[src/rtl/flux_pkg.sv]
package flux_pkg;
  typedef enum logic [1:0] {
    EV_NONE = 2'd0,
    EV_EDGE = 2'd1,
    EV_MARK = 2'd2
  } ev_kind_t;
endpackage

[src/rtl/flux_sync.sv]
module flux_sync #(
  parameter int WIDTH  = 2,
  parameter int STAGES = 2
) (
  input  logic             clk,
  input  logic             rst,
  input  logic [WIDTH-1:0] d,
  output logic [WIDTH-1:0] q
);
  logic [WIDTH-1:0] stage_q [STAGES];

  generate
    for (genvar s = 0; s < STAGES; s++) begin : g_stage
      if (s == 0) begin : g_first
        always_ff @(posedge clk) begin
          if (rst) stage_q[0] <= '0;
          else     stage_q[0] <= d;
        end
      end else begin : g_next
        always_ff @(posedge clk) begin
          if (rst) stage_q[s] <= '0;
          else     stage_q[s] <= stage_q[s-1];
        end
      end
    end
  endgenerate

  assign q = stage_q[STAGES-1];
endmodule

[src/rtl/flux_interval_timer.sv]
module flux_interval_timer
  import flux_pkg::*;
#(
  parameter int CODE_W = 7
) (
  input  logic              clk,
  input  logic              rst,
  input  logic              enable,
  input  logic              fall,
  output ev_kind_t          ev_kind,
  output logic [CODE_W-1:0] ev_code
);
  localparam logic [CODE_W-1:0] MAX_TICKS = CODE_W'((1 << CODE_W) - 2);
  localparam logic [CODE_W-1:0] MARKER    = CODE_W'((1 << CODE_W) - 1);

  logic [CODE_W-1:0] ticks_q;
  logic [CODE_W-1:0] ticks_now;

  assign ticks_now = ticks_q + 1'b1;

  always_comb begin
    ev_kind = EV_NONE;
    ev_code = ticks_now;
    if (enable) begin
      if (fall) begin
        ev_kind = EV_EDGE;
      end else if (ticks_now == MAX_TICKS) begin
        ev_kind = EV_MARK;
        ev_code = MARKER;
      end
    end
  end

  always_ff @(posedge clk) begin
    if (rst || !enable)        ticks_q <= '0;
    else if (ev_kind != EV_NONE) ticks_q <= '0;
    else                       ticks_q <= ticks_now;
  end
endmodule

[src/rtl/flux_out_stage.sv]
module flux_out_stage
  import flux_pkg::*;
#(
  parameter int CODE_W = 7
) (
  input  logic              clk,
  input  logic              rst,
  input  logic              enable,
  input  ev_kind_t          ev_kind,
  input  logic [CODE_W-1:0] ev_code,
  input  logic              index_lvl,
  input  logic              out_ready,
  output logic              out_valid,
  output logic [CODE_W:0]   out_data,
  output logic              overrun
);
  logic have_ev;
  logic blocked;

  assign have_ev = (ev_kind != EV_NONE);
  assign blocked = out_valid && !out_ready;

  always_ff @(posedge clk) begin
    if (rst) begin
      out_valid <= 1'b0;
      out_data  <= '0;
    end else if (have_ev && !blocked) begin
      out_valid <= 1'b1;
      out_data  <= {index_lvl, ev_code};
    end else if (out_valid && out_ready) begin
      out_valid <= 1'b0;
    end
  end

  always_ff @(posedge clk) begin
    if (rst || !enable)        overrun <= 1'b0;
    else if (have_ev && blocked) overrun <= 1'b1;
  end
endmodule

[src/rtl/flux_sampler.sv]
module flux_sampler
  import flux_pkg::*;
#(
  parameter int CODE_W      = 7,
  parameter int SYNC_STAGES = 2
) (
  input  logic            clk,
  input  logic            rst,
  input  logic            enable,
  input  logic            rdata_in,
  input  logic            index_in,
  input  logic            out_ready,
  output logic            out_valid,
  output logic [CODE_W:0] out_data,
  output logic            overrun
);
  logic [1:0]        sync_q;
  logic              rd_s, idx_s, rd_prev, fall;
  ev_kind_t          ev_kind;
  logic [CODE_W-1:0] ev_code;

  flux_sync #(.WIDTH(2), .STAGES(SYNC_STAGES)) sync_i (
    .clk(clk), .rst(rst), .d({index_in, rdata_in}), .q(sync_q)
  );

  assign rd_s  = sync_q[0];
  assign idx_s = sync_q[1];

  always_ff @(posedge clk) begin
    if (rst) rd_prev <= 1'b0;
    else     rd_prev <= rd_s;
  end

  assign fall = rd_prev && !rd_s;

  flux_interval_timer #(.CODE_W(CODE_W)) timer_i (
    .clk(clk), .rst(rst), .enable(enable), .fall(fall),
    .ev_kind(ev_kind), .ev_code(ev_code)
  );

  flux_out_stage #(.CODE_W(CODE_W)) out_i (
    .clk(clk), .rst(rst), .enable(enable),
    .ev_kind(ev_kind), .ev_code(ev_code), .index_lvl(idx_s),
    .out_ready(out_ready), .out_valid(out_valid),
    .out_data(out_data), .overrun(overrun)
  );
endmodule

[config.mk]
export PLATFORM = sky130hd
export DESIGN_NAME = flux_sampler
export DESIGN_NICKNAME = d
export VERILOG_FILES = /design/src/rtl/flux_pkg.sv /design/src/rtl/flux_sync.sv /design/src/rtl/flux_interval_timer.sv /design/src/rtl/flux_out_stage.sv /design/src/rtl/flux_sampler.sv
export SDC_FILE = /design/constraint.sdc
export NUM_CORES = 1
export LEC_CHECK = 0
export BUFFER_PORTS_ARGS = -buffer_cell sky130_fd_sc_hd__buf_4
export CAP_MARGIN = 0
export CORE_MARGIN = 5
export CORE_UTILIZATION = 50
export CTS_CLUSTER_DIAMETER = 200
export DETAILED_ROUTE_END_ITERATION = 6
export GPL_TIMING_DRIVEN = 1
export PLACE_DENSITY = 0.73
export SETUP_SLACK_MARGIN = 0.4
export SLEW_MARGIN = 20
export SYNTH_ARGS = -nofsm -noshare
export SYNTH_HDL_FRONTEND = slang
export SYNTH_SLANG_ARGS = --single-unit
[constraint.sdc]
create_clock -name clk -period 2 [get_ports clk]
set_input_delay 0.3 -clock clk [delete_from_list [all_inputs] [get_ports clk]]
set_output_delay 0.3 -clock clk [all_outputs]
set_load 0.05 [all_outputs]
Word-level counts from Yosys, hierarchy flattened
Memories as Yosys holds them, arrays and structs flattened.
Index checks and enable logic that the tools add are counted.
- register bits after elaboration: 18
- bits in writable memories: 4
- bits of input ports: 6
- output and inout bits: 10
- word-level logic and storage cells: 36
- memories kept: 1
- add/subtract/negate cells: 1
- eq/ne operators: 1
- multiplexer cells: 13
- bitwise logic cells: 2
- reduce and logical (&&, ||, !) cells: 13
- memory list (name ; words ; width ; rd ports ; clocked after memory_dff ; write ports ; line ; source):
    sync_i.stage_q ; 2 ; 2 ; 2 ; 0 ; 2 ; flux_sync.sv:10 ; logic [WIDTH-1:0] stage_q [STAGES];
- operator list (kind ; count):
    7-bit 2-to-1 mux ; 3
    2-bit 2-to-1 mux ; 5
    7-bit by 1-bit adder with 7-bit output, second input constant ; 1
    7-bit == test, second input constant ; 1
    1-bit logical AND ; 5
    1-bit 2-to-1 mux ; 5
    1-bit zero test ; 4
    2-bit nonzero test ; 2
    1-bit bitwise OR ; 2
    2-bit OR reduction ; 1
    1-bit logical OR ; 1

Longest topological paths before layout
- word-level depth: 8
- gate-level depth with buffers: 7
- gate-level depth less buffers: 6

Modules after synthesis
From an unflattened synthesis, not the netlist that was laid out.
- cells, all modules: 105
- area, all modules: 989.7 µm²
- by module, submodules not included (module ; times used ; cells an instance ; area an instance (µm²) ; sequential area each (µm²)):
    flux_interval_timer ; 1 ; 49 ; 429.2 ; 140.1
    flux_out_stage ; 1 ; 45 ; 420.4 ; 200.2
    flux_sync ; 1 ; 8 ; 105.1 ; 80.1
    flux_sampler ; 1 ; 3 ; 35.0 ; 20.0

Worst setup path before layout
No wires, ideal clock.
- path kind: register to register
- start: register timer_i.ticks_q[0]
- end: register out_i.out_data[2]
- library setup time: 0.088 ns
- data arrival time: 1.627 ns
- data required time: 1.912 ns
- slack: 0.285 ns
- stages on the path, launching flop included: 8
- path buffers: 1
- period minus slack after synthesis: 1.715 ns
- path through: dfxtp_1 -> ha_1 -> nand2b_1 -> o21ai_0 -> a21o_2 -> a31o_1 -> buf_6 -> a311oi_2
- longest elaborated chain between the ends: 7
- elaborated cells between the ends (all ways): 10
- those cells by class: add/sub: 1; eq/ne: 1; mux: 6; reduce/logical: 2
- RTL lines (what ; line ; source):
    from (decl) ; flux_interval_timer.sv:16 ; logic [CODE_W-1:0] ticks_q;
    from (signal assigned) ; flux_interval_timer.sv:37 ; else ticks_q <= ticks_now;
    7-bit by 1-bit adder with 7-bit output (*) ; flux_interval_timer.sv:19 ; assign ticks_now = ticks_q + 1'b1;
    7-bit == test ; flux_interval_timer.sv:27 ; end else if (ticks_now == MAX_TICKS) begin
    2-bit 2-to-1 mux ; flux_interval_timer.sv:27 ;
    2-bit 2-to-1 mux ; flux_interval_timer.sv:25 ; if (fall) begin
    2-bit 2-to-1 mux ; flux_interval_timer.sv:24 ; if (enable) begin
    2-bit nonzero test ; flux_out_stage.sv:20 ; assign have_ev = (ev_kind != EV_NONE);
    1-bit logical AND ; flux_out_stage.sv:27 ; end else if (have_ev && !blocked) begin
    to (signal assigned) ; flux_out_stage.sv:29 ; out_data <= {index_lvl, ev_code};
    to (decl) ; flux_out_stage.sv:14 ; output logic [CODE_W:0] out_data,
Mark *: on every way between the ends. The rest lies on a longest branch, timed or not.
A chain may end at the register's enable or synchronous reset.

Worst setup path after layout
- start: register timer_i.ticks_q[0]
- end: register out_i.overrun
- longest elaborated chain between the ends: 7
- RTL lines (what ; line ; source):
    7-bit by 1-bit adder with 7-bit output ; flux_interval_timer.sv:19 ;
    7-bit == test ; flux_interval_timer.sv:27 ;
    2-bit 2-to-1 mux ; flux_interval_timer.sv:27 ;
    2-bit 2-to-1 mux ; flux_interval_timer.sv:25 ;
    2-bit 2-to-1 mux ; flux_interval_timer.sv:24 ;
    2-bit nonzero test ; flux_out_stage.sv:20 ;
    1-bit logical AND ; flux_out_stage.sv:37 ; else if (have_ev && blocked) overrun <= 1'b1;
    to (signal assigned) ; flux_out_stage.sv:36 ; if (rst || !enable) overrun <= 1'b0;
    to (signal assigned) ; flux_out_stage.sv:37 ;
    to (decl) ; flux_out_stage.sv:15 ; output logic overrun
Every way passes these cells.

==> metrics.cfg <==
[global_route]
grt_max_degree = 14
track_usage_pct = 16.0
grt_overflow = 0
grt_pass1_vias = 757
antenna_found_initial = 0
grt_pass1_wl_um = 3240

[pwr]
p_per_area_nw_per_um2 = 638
p_total_mw = 0.800
vdd_drop_max_uv = 576
p_leak_nw = 0.488

[worst_setup_path]
path_max_fanout = 4
worst_setup_path_start_kind = flop
crit_arrival_ns = 1.88
worstPathRequired_ns = 2.24
crit_type = flop to flop
end_kind = flop

[logic_synthesis]
syn_avg_cell_area_um2 = 9.62
syn-cell-area_um2 = 905
synth_area_leaders = dfxtp_1 (49%), nor2b_1 (4.8%), nand2_1 (3.7%)
async_flop_share_pct = 0
syn_inst = 94
yosysUniqueCellTypes = 31
yosysTopAreaCellShare_pct = 48.7
ys_seq_elements = 22
synth-edff-count = 0
synth_nets = 102
synth-main-ff-cell = dfxtp_1
yosysWarnings = 0
yosysSeqAreaShare_pct = 48.7
post-synth-top-area-cell = dfxtp_1

[sta]
fin_setup_tns_ns = 0
min_period_over_period_pct = 82.1
tightest_slew_ns = 0.299
finalHoldViolCount = 0
timing.hold.ws_ns = 0.188
final.setup_skew_ns = 0.00828
timing.final.crit_period_ns = 1.64
max_freq_mhz = 609
rsz0062_at_grt = yes
slew_violations = 0
maxSlewHeadroom_pct = 80.0
finalSetupViolCount = 0

[clock_tree]
cts_root_buf = clkbuf_4
clkLatencyLatePin_ns = 0.31
clk_pin_slew_ns = 0.13
clockBufferDepth = 2
cts-buffers-inserted = 3
cts_tree = yes
cts.htree.levels = 1
cts_sinks = 22
ctsHoldBuffers = 0

[drt]
wl_um = 2010
drc = 0
avgRoutedWirePerCell_um = 14.0
firstDrtPassIters = 4
drt_iter0_drc = 6
num_vias = 771
ant_nets = 0
vias_per_cell = 5.35

[place]
place_inst = 134
gp_congestion = 0.753
place_area_um2 = 1090
hpwl_um = 1340
port_buffers = 15

[floorplan]
die-area_um2 = 2760
io_pins = 16
rows = 15
die_h_um = 52.5
core_area_um2 = 1730
initial_utilization_pct = 52.4
die_w_um = 52.5

[cells_and_area]
fillers = 136
layout-drive-gt1-share_pct = 40.3
final_cell_area_um2 = 1250
area_growth_pct = 38.6
layout_commonest_cell = buf_4
diodes = 0
final_nets = 128
final_cells = 144
final_cell_mix = buf_4 (23), dfxtp_1 (16), nand2_1 (9), nor2_1 (8), nor2b_1 (7)

[min_path]
hold_class = primary input to flop

[run_status]
status = complete, no violations

[flow_run]
maxCapViolCount = 0

[final cells by class]
| type | instances | area, um^2 | share of cell area (%) |
|---|---|---|---|
| Clock buffer | 4 | 47.5 | 3.79 |
| Inverter | 3 | 11.3 | 0.898 |
| Multi-Input combinational cell | 67 | 536 | 42.7 |
| Sequential cell | 22 | 455 | 36.3 |
| Tap cell | 25 | 31.3 | 2.50 |
| Timing Repair Buffer | 23 | 173 | 13.8 |
[sequential cells by signal, summed over array words and instances (netlist names)]
signal	count
out_i.out_data	8
timer_i.ticks_q	7
sync_i.stage_q	4
out_i.out_valid	1
out_i.overrun	1
rd_prev	1
[kinds of logic after synthesis]
group | synth area share, %
and+or+nand+nor | 20.7
AOI/OAI and AO/OA | 19.8
DFF | 48.7
buffers and inverters | 2.90
xor gates and xnor gates | 2.91
muxes | 2.21
adders and majority gates | 2.77
[Yosys cell counts (3+ instances only)]
cell type and n:
nand2b_1 4, dfxtp_1 22, o21a_1 3, a21oi_1 4
a311oi_1 3, inv_1 3, nand2_1 9, nor2_1 8
nor2b_1 7
[per-layer routing]
layer / wire length, um / vias up / global-route usage [%]
li1: - / 385 / -
met1: 856 / 364 / 18.8
met2: 1010 / 18 / 26.9
met3: 106 / 4 / 3.70
met4: 41 / 0 / 7.66
met5: 0 / - / 0
[where the power goes]
| group | switching, mW | leakage, nW | total, mW | internal [mW] |
|---|---|---|---|---|
| registers | 0.00539 | 0.182 | 0.450 | 0.445 |
| clock network | 0.138 | 0.0261 | 0.291 | 0.153 |
| logic | 0.0324 | 0.279 | 0.0587 | 0.0263 |
| total | 0.176 | 0.488 | 0.800 | 0.624 |
[what timing repair did]
action | in CTS | in global routing
cloned | 0 | 0
pin swaps | 7 | 9
endpoints found under the setup margin | 17 | 17
gates resized for setup | 13 | 3
buffers inserted | 5 | 1
[path summary, 6_finish.rpt]
check,start,to,slack (ns),depth (start not counted)
min,index_in,sync_i.stage_q[0][1],0.19,2
max reg2reg,timer_i.ticks_q[0],out_i.overrun,0.36,6
max,timer_i.ticks_q[0],out_i.overrun,0.36,6
min reg2reg,sync_i.stage_q[0][1],sync_i.stage_q[1][1],0.45,1
[metrics by stage]
stage | setup WS, ns | util, %
after global routing | 0.290 | 72.6
final | 0.357 | 72.6
after CTS | 0.404 | 71.4
after detailed placement | 0.232 | 63.3
after floorplan | 0.410 | -
after global placement | 0.304 | 63.3
[worst max-delay path, cell delays in order (launching register included)]
cell,delay (ns)
dfxtp_4,0.39
ha_4,0.18
nand3_4,0.10
xnor2_4,0.23
nand3_2,0.13
or3_4,0.40
a31oi_1,0.14
(Power assumes the default switching activity.)
